File: config.mk
export PLATFORM = sky130hd
export DESIGN_NAME = trapdoor_cfg
export DESIGN_NICKNAME = d
export VERILOG_FILES = /design/src/rtl/trapdoor_cfg.sv
export SDC_FILE = /design/constraint.sdc
export NUM_CORES = 1
export LEC_CHECK = 0
export ABC_AREA = 0
export BUFFER_PORTS_ARGS = -buffer_cell sky130_fd_sc_hd__buf_2
export CAP_MARGIN = 10
export CORE_ASPECT_RATIO = 0.5
export CORE_MARGIN = 2
export CORE_UTILIZATION = 35
export DETAILED_ROUTE_END_ITERATION = 10
export PLACE_DENSITY = 0.58
export SYNTH_ARGS = -nofsm -noshare
export SYNTH_HDL_FRONTEND = slang
export SYNTH_SLANG_ARGS = --single-unit
export TNS_END_PERCENT = 20
File: constraint.sdc
create_clock -name clk -period 2.5 [get_ports clk]
set_clock_uncertainty 0.1 [all_clocks]
set_input_delay 0.375 -clock clk [delete_from_list [all_inputs] [get_ports clk]]
set_output_delay 0.375 -clock clk [all_outputs]
set_load 0.1 [all_outputs]
File: src/rtl/trapdoor_cfg.sv
module trapdoor_cfg #(
  parameter int AW = 3,
  parameter int DW = 16,
  parameter logic [7:0] DEF_RD   = 8'h6B,
  parameter logic [7:0] DEF_WR   = 8'h6B,
  parameter logic [7:0] DEF_ADDR = 8'h30
) (
  input  logic          clk,
  input  logic          rst_n,
  input  logic          bus_valid,
  input  logic          bus_write,
  input  logic          bus_wide,
  input  logic [AW-1:0] bus_addr,
  input  logic [DW-1:0] bus_wdata,
  output logic [DW-1:0] bus_rdata,
  output logic          tf_valid,
  output logic          tf_write,
  output logic          tf_wide,
  output logic [AW-1:0] tf_addr,
  output logic [DW-1:0] tf_wdata,
  input  logic [DW-1:0] tf_rdata,
  input  logic          strap_clk,
  input  logic          act_dev,
  output logic          cfg_open,
  output logic          tim_override,
  output logic [7:0]    rd_timing,
  output logic [7:0]    wr_timing,
  output logic [7:0]    addr_timing
);
  localparam logic [AW-1:0] OFS_RDT  = AW'(0);
  localparam logic [AW-1:0] OFS_WRT  = AW'(1);
  localparam logic [AW-1:0] OFS_KEY  = AW'(2);
  localparam logic [AW-1:0] OFS_CTL  = AW'(3);
  localparam logic [AW-1:0] OFS_STRP = AW'(5);
  localparam logic [AW-1:0] OFS_MISC = AW'(6);
  localparam logic [7:0] KEY_OPEN  = 8'h03;
  localparam logic [7:0] KEY_CLOSE = 8'h83;
  localparam logic [7:0] CTL_OVR   = 8'h85;
  localparam logic [7:0] STRAP_ARM = 8'hFF;

  typedef enum logic [1:0] {SQ_IDLE, SQ_ONE, SQ_TWO} seq_t;

  seq_t       seq_q;
  logic       open_q, armed_q, dsel_q;
  logic [7:0] rdt_q [2];
  logic [7:0] wrt_q [2];
  logic [7:0] aset_q, ctl_q, strap_q;

  logic [7:0] wb;
  logic rd16, wr8, tap_rd, key_open, key_close, strap_hit, cfg_sel, cfg_wr, swallow;

  assign wb        = bus_wdata[7:0];
  assign rd16      = bus_valid & ~bus_write & bus_wide;
  assign wr8       = bus_valid & bus_write & ~bus_wide;
  assign tap_rd    = rd16 && (bus_addr == OFS_WRT);
  assign key_open  = wr8 && (bus_addr == OFS_KEY) && (wb == KEY_OPEN);
  assign key_close = wr8 && (bus_addr == OFS_KEY) && (wb == KEY_CLOSE);
  assign strap_hit = armed_q && rd16 && (bus_addr == OFS_STRP);
  assign cfg_sel   = (bus_addr == OFS_RDT) || (bus_addr == OFS_WRT) || (bus_addr == OFS_CTL) ||
                     (bus_addr == OFS_STRP) || (bus_addr == OFS_MISC);
  assign cfg_wr    = open_q && wr8 && cfg_sel;
  assign swallow   = cfg_wr || (open_q && key_close) || strap_hit;

  assign tf_valid  = bus_valid & ~swallow;
  assign tf_write  = bus_write;
  assign tf_wide   = bus_wide;
  assign tf_addr   = bus_addr;
  assign tf_wdata  = bus_wdata;
  assign bus_rdata = strap_hit ? {{(DW-1){1'b0}}, strap_clk} : tf_rdata;

  always_ff @(posedge clk) begin
    if (!rst_n) begin
      seq_q  <= SQ_IDLE;
      open_q <= 1'b0;
    end else if (bus_valid) begin
      if (open_q) begin
        if (key_close) begin
          open_q <= 1'b0;
          seq_q  <= SQ_IDLE;
        end
      end else begin
        case (seq_q)
          SQ_IDLE: seq_q <= tap_rd ? SQ_ONE : SQ_IDLE;
          SQ_ONE:  seq_q <= tap_rd ? SQ_TWO : SQ_IDLE;
          default: begin
            seq_q <= SQ_IDLE;
            if (key_open) open_q <= 1'b1;
          end
        endcase
      end
    end
  end

  always_ff @(posedge clk) begin
    if (!rst_n) armed_q <= 1'b0;
    else if (bus_valid) armed_q <= wr8 && (bus_addr == OFS_STRP) && (wb == STRAP_ARM);
  end

  always_ff @(posedge clk) begin
    if (!rst_n) begin
      dsel_q  <= 1'b0;
      aset_q  <= DEF_ADDR;
      ctl_q   <= 8'h00;
      strap_q <= 8'h00;
      for (int i = 0; i < 2; i++) begin
        rdt_q[i] <= DEF_RD;
        wrt_q[i] <= DEF_WR;
      end
    end else if (cfg_wr) begin
      case (bus_addr)
        OFS_RDT:  rdt_q[dsel_q] <= wb;
        OFS_WRT:  wrt_q[dsel_q] <= wb;
        OFS_CTL:  ctl_q <= wb;
        OFS_STRP: strap_q <= wb;
        default: begin
          if (wb[7:4] == 4'h0) dsel_q <= wb[0];
          else aset_q <= wb;
        end
      endcase
    end
  end

  assign cfg_open     = open_q;
  assign tim_override = (ctl_q == CTL_OVR);
  assign rd_timing    = tim_override ? rdt_q[act_dev] : DEF_RD;
  assign wr_timing    = tim_override ? wrt_q[act_dev] : DEF_WR;
  assign addr_timing  = tim_override ? aset_q : DEF_ADDR;
endmodule


Word level (Yosys, flattened, before mapping)
Memory sizes are Yosys's and may differ from the RTL's.
Cells that the tools add are included.
{ "op_classes": {"n_mux": 28, "bitwise_logic": 10, "n_reduce_logical": 28, "n_eq_ne": 11} }
{ "op_table": {"columns": ["op", "n"], "rows": [
  ["2-to-1 mux 8 bit", 5],
  ["equality test 8 bit, second input constant", 3],
  ["2-to-1 mux 1 bit", 18],
  ["2-to-1 mux 16 bit", 1],
  ["OR reduction 8 bit", 2],
  ["logical AND 1 bit", 11],
  ["equality test 8 x 2 -> 1 bit, second input constant", 1],
  ["equality test 3 x 2 -> 1 bit, second input constant", 2],
  ["equality test 3 bit, second input constant", 2],
  ["logical OR 1 bit", 6],
  ["2-to-1 mux 2 bit", 3],
  ["AND reduction 3 bit", 2],
  ["bitwise AND 1 bit", 5],
  ["inverter 1 bit", 5],
  ["zero test 4 bit", 1],
  ["one-hot mux 2 bit (2 select lines)", 1],
  ["AND reduction 2 bit", 2],
  ["OR reduction 4 bit", 1],
  ["equality test 3 x 1 -> 1 bit, second input constant", 1],
  ["zero test 3 bit", 1],
  ["equality test 2 x 1 -> 1 bit, second input constant", 1],
  ["zero test 2 bit", 1],
  ["inequality test 2 x 1 -> 1 bit, second input constant", 1],
  ["OR reduction 2 bit", 1]
]} }
{ "word_totals": {"register_bits": 21, "in_bits": 42, "out_inout_bits": 64, "wordCells": 85, "n_memories": 2, "ramBits": 32} }
{ "memory_table": {"columns": ["name", "words", "width", "read_ports", "rd_ports_with_merged_regs", "wr", "line", "text"], "rows": [
  ["rdt_q", 2, 8, 1, 0, 2, "45", "logic [7:0] rdt_q [2];"],
  ["wrt_q", 2, 8, 1, 0, 2, "46", "logic [7:0] wrt_q [2];"]
]} }

Logic depth before layout (Yosys ltp)
{ "logic_depth": {"word_depth": 11, "ltp_mapped": 6, "depth_no_buf": 4} }

Worst setup path before layout
OpenSTA, ideal clock, no wires.
{ "synth_path": {"path_type": "reg-to-output", "from": "reg open_q (netlist: cfg_open)", "to": "out tf_valid", "t_required_ps": 2025, "t_arrival_ps": 4163, "stages_incl_launch_ff": 4, "setup_slack_ps": -2138, "n_path_buf": 0, "cell_sequence": "dfxtp_1 -> nand4b_1 -> a211oi_1 -> nor4b_1"} }
{ "synth_between": {"elab_chain_len": 6, "word_cells_on_any_way": 7, "cone_classes": "2 x bitwise; 5 x reduce/logical"} }
{ "synth_rtl": {"columns": ["item", "line", "text"], "rows": [
  ["from (decl)", "44", "logic open_q, armed_q, dsel_q;"],
  ["from (signal assigned)", "74", "open_q <= 1'b0;"],
  ["from (signal assigned)", "78", "open_q <= 1'b0;"],
  ["from (signal assigned)", "87", "if (key_open) open_q <= 1'b1;"],
  ["logical AND 1 bit (2 in a row)", "61", "assign cfg_wr = open_q && wr8 && cfg_sel;"],
  ["logical OR 1 bit (*) (2 in a row)", "62", "assign swallow = cfg_wr || (open_q && key_close) || strap_hit;"],
  ["inverter 1 bit (*)", "64", "assign tf_valid = bus_valid & ~swallow;"],
  ["bitwise AND 1 bit (*)", "64", null],
  ["to (decl)", "16", "output logic tf_valid,"]
]} }
Every way passes the cells marked *; elsewhere a longest branch is shown, timed or not.

Final worst setup path
{ "layout_path": {"from": "reg ctl_q[4]", "to": "out rd_timing[7]"} }
{ "layout_between": {"elab_chain_len": 2} }
{ "layout_rtl": {"columns": ["item", "line", "text"], "rows": [
  ["from (decl)", "47", "logic [7:0] aset_q, ctl_q, strap_q;"],
  ["from (signal assigned)", "113", "OFS_CTL: ctl_q <= wb;"],
  ["equality test 8 bit", "124", "assign tim_override = (ctl_q == CTL_OVR);"],
  ["2-to-1 mux 8 bit", "125", "assign rd_timing = tim_override ? rdt_q[act_dev] : DEF_RD;"],
  ["to (decl)", "26", "output logic [7:0] rd_timing,"]
]} }
Every way passes these cells.

==> impl_metrics.py <==
metrics = {
    "place": {
        "io_buffers": 89,
        "placedInstanceArea_um2": 3300,
        "place_hpwl_mm": 5.04,
        "gp_congestion": 0.843,
        "post-place-cells": 451,
    },
    "logic_synthesis": {
        "ys_async_sr_fraction": 0,
        "synth_enable_flop_cells": 32,
        "synth-seq-cells": 53,
        "synth_warnings": 0,
        "syn-num-nets": 319,
        "avgSynthCellArea_um2": 10.3,
        "syn_inst": 277,
        "synth-main-ff-cell": "edfxtp_1",
        "yosysSeqAreaShare": 0.485,
        "yosysUniqueCellTypes": 48,
        "synth_area_um2": 2850,
    },
    "sta": {
        "timing.final.crit_share": 0.947,
        "setup_tns_ns": 0,
        "report.final.slew_viol_count": 0,
        "max_freq_ghz": 0.422,
        "hold_violations": 0,
        "setup_violations": 0,
        "period_needed_ns": 2.37,
        "max_slew_margin": 0.672,
        "worst_pin_slew_ns": 0.496,
    },
    "clock_tree": {
        "clk_path_buf_depth": 2,
        "clock_sink_count": 53,
        "path_clk_slew_ns": 0.06,
        "cts_tree": "done",
        "htreeDepth": 2,
        "cts_inserted_buffers": 5,
        "worstSkewPairLatency_ns": 0.28,
        "holdBufCountCts": 0,
        "root_buffer": "clkbuf_16",
    },
    "global_route": {
        "grt_remaining_overflow": 0,
        "first_global_vias": 2172,
        "grt_usage": 0.156,
        "grt_max_degree": 21,
        "grt_first_pass_wirelength_mm": 10.7,
        "antenna_found_initial": 0,
    },
    "job": {
        "drv_cap": 0,
    },
    "finish": {
        "insertedDiodeCount": 0,
        "stdcell_count": 459,
        "fillCellCount": 781,
        "design_area_um2": 3470,
        "seq_area_um2": 1380,
        "final_nets": 388,
        "fin_util": 0.436,
        "multi_input_area_um2": 1210,
        "drive_above_1_share": 0.357,
        "area_delta_synth_final_pct": 21.7,
    },
    "critical_path": {
        "critPathTopFamily": "simple AND/OR/NAND/NOR gates",
        "max_stage_delay_ns": 0.41,
        "worstRegToRegCells": 4,
        "cp_slowest_cell": "nor4b_4",
        "worstPathArrival_ns": 1.89,
        "cp.depth": 5,
        "critPathMaxFanout": 7,
        "cp_cell_sequence": "nor4b_4 > nand2_1 > buf_4 > nor2_1 > clkbuf_4",
        "crit_buf_inv": 2,
        "end_kind": "primary output",
        "cp-start-kind": "flop",
        "path_class": "flop to primary output",
        "worstPathRequired_ns": 2.03,
    },
    "pwr": {
        "p_per_area_nw_per_um2": 561,
        "leakagePower_nw": 1.39,
        "vdd_drop_max_mv": 0.263,
    },
    "floorplan": {
        "core_um2": 7940,
        "die_h_um": 67.8,
        "fp.dieW_um": 132,
        "io_pins": 106,
        "fp-row-count": 23,
        "dieArea_um2": 8920,
        "initial_core_util": 0.359,
    },
    "drt": {
        "wl_per_cell_um": 14.5,
        "drt_wl_total_mm": 6.66,
        "drt-pass1-iter-count": 4,
        "ant_nets": 0,
        "drc": 0,
        "vias_per_cell": 4.73,
        "dr_total_vias": 2173,
        "drt-initial-drc-count": 128,
    },
    "worst_hold_path": {
        "hp-class": "input port to flop",
        "whs_path_depth": 2,
    },
    "run_status": {
        "run_status": "complete, no violations",
    },
}
stage by stage:
| step | setup slack, ns | power [W] | hold WS [ns] |
|---|---|---|---|
| floorplan | -0.260 | 0.00129 | 0.324 |
| CTS | 0.0398 | 0.00196 | 0.303 |
| global placement | 0.357 | 0.00129 | 0.343 |
| global route | -0.00670 | 0.00201 | 0.326 |
| detailed placement | 0.305 | 0.00130 | 0.348 |
| finish | 0.133 | 0.00194 | 0.302 |
path summary, 6_finish.rpt:
| path | startpoint | end | slack, ns |
|---|---|---|---|
| max | ctl_q[4] | rd_timing[7] | 0.13 |
| min reg2reg | aset_q[2] | aset_q[2] | 0.36 |
| max reg2reg | cfg_open | wrt_q[1][5] | 0.53 |
| min | bus_wdata[7] | dsel_q | 0.30 |
per-layer routing:
layer | global-route usage | vias up | wire [um]
li1 | - | 1087 | -
met1 | 0.180 | 1020 | 3010
met2 | 0.295 | 59 | 3330
met3 | 0.0398 | 7 | 259
met4 | 0.0448 | 0 | 62
met5 | 0 | - | 0
sequential cells by signal (all words and copies together) (netlist names):
name      flops
wrt_q        16
aset_q        8
seq_q         2
dsel_q        1
armed_q       1
rdt_q        16
ctl_q         8
cfg_open      1
worst register-to-register path: cells and delay by family, from the launching register on:
kind / cells / cell delay [ns]
flip-flops: 1 / 0.45
AND/OR/NAND/NOR: 4 / 1.09
power breakdown:
part	switching [W]	internal (W)
Combinational	0.000274	0.0000681
Clock	0.000297	0.000373
Sequential	0.00000192	0.000929
cell usage after synthesis (all sizes together) (2+ instances only):
master / count / area, um^2
and2: 6 / 37.5
nor4b: 2 / 32.5
o21ai: 9 / 45.0
and3: 6 / 37.5
buf: 29 / 209
nand2: 30 / 113
mux2i: 20 / 200
nand3: 11 / 55.1
edfxtp: 32 / 961
or2: 8 / 50.1
clkbuf: 6 / 25.0
nand2b: 13 / 81.3
dfxtp: 21 / 420
nand4: 6 / 37.5
and4: 2 / 17.5
and4b: 4 / 43.8
a21oi: 4 / 31.3
nor3: 2 / 15.0
nor2b: 17 / 114
o221ai: 2 / 17.5
nor2: 18 / 75.1
nand4b: 3 / 56.3
o31ai: 2 / 15.0
inv: 10 / 37.5
logic make-up after synthesis:
logic type,after synthesis,share of synthesized area
simple gates,133,0.285
buf+inv,45,0.0953
xor+xnor,1,0.00308
compound gates,24,0.0576
mux,21,0.0743
flops,53,0.485
area by class of cell:
type,instances,share of cell area
Timing Repair Buffer,97,0.159
Inverter,10,0.0119
Sequential cell,53,0.399
Tap cell,112,0.0404
Clock buffer,6,0.0372
Clock inverter,2,0.00397
Multi-Input combinational cell,179,0.349
layout by cell type, fill, tap and decap left out, types with 2 or more instances in the layout:
cell,instances
buf_4,8
clkbuf_16,5
clkbuf_4,6
nor2_1,17
and3_1,6
o31ai_1,2
nand4_1,6
mux2i_1,20
nand4b_4,2
or2_2,8
nand3_1,11
o221ai_1,2
o21ai_0,9
and4b_1,3
dfxtp_1,21
edfxtp_1,32
inv_1,9
a21oi_1,3
and2_1,6
nand2_1,30
buf_2,81
and4_1,2
nor4b_4,2
nand2b_1,13
buf_12,2
nor2b_1,16
repair_timing:
item	in CTS	in global routing
buffers inserted	0	0
endpoints found under the setup margin	0	18
resized for setup	0	7
Power figures use the tool's default switching activity.
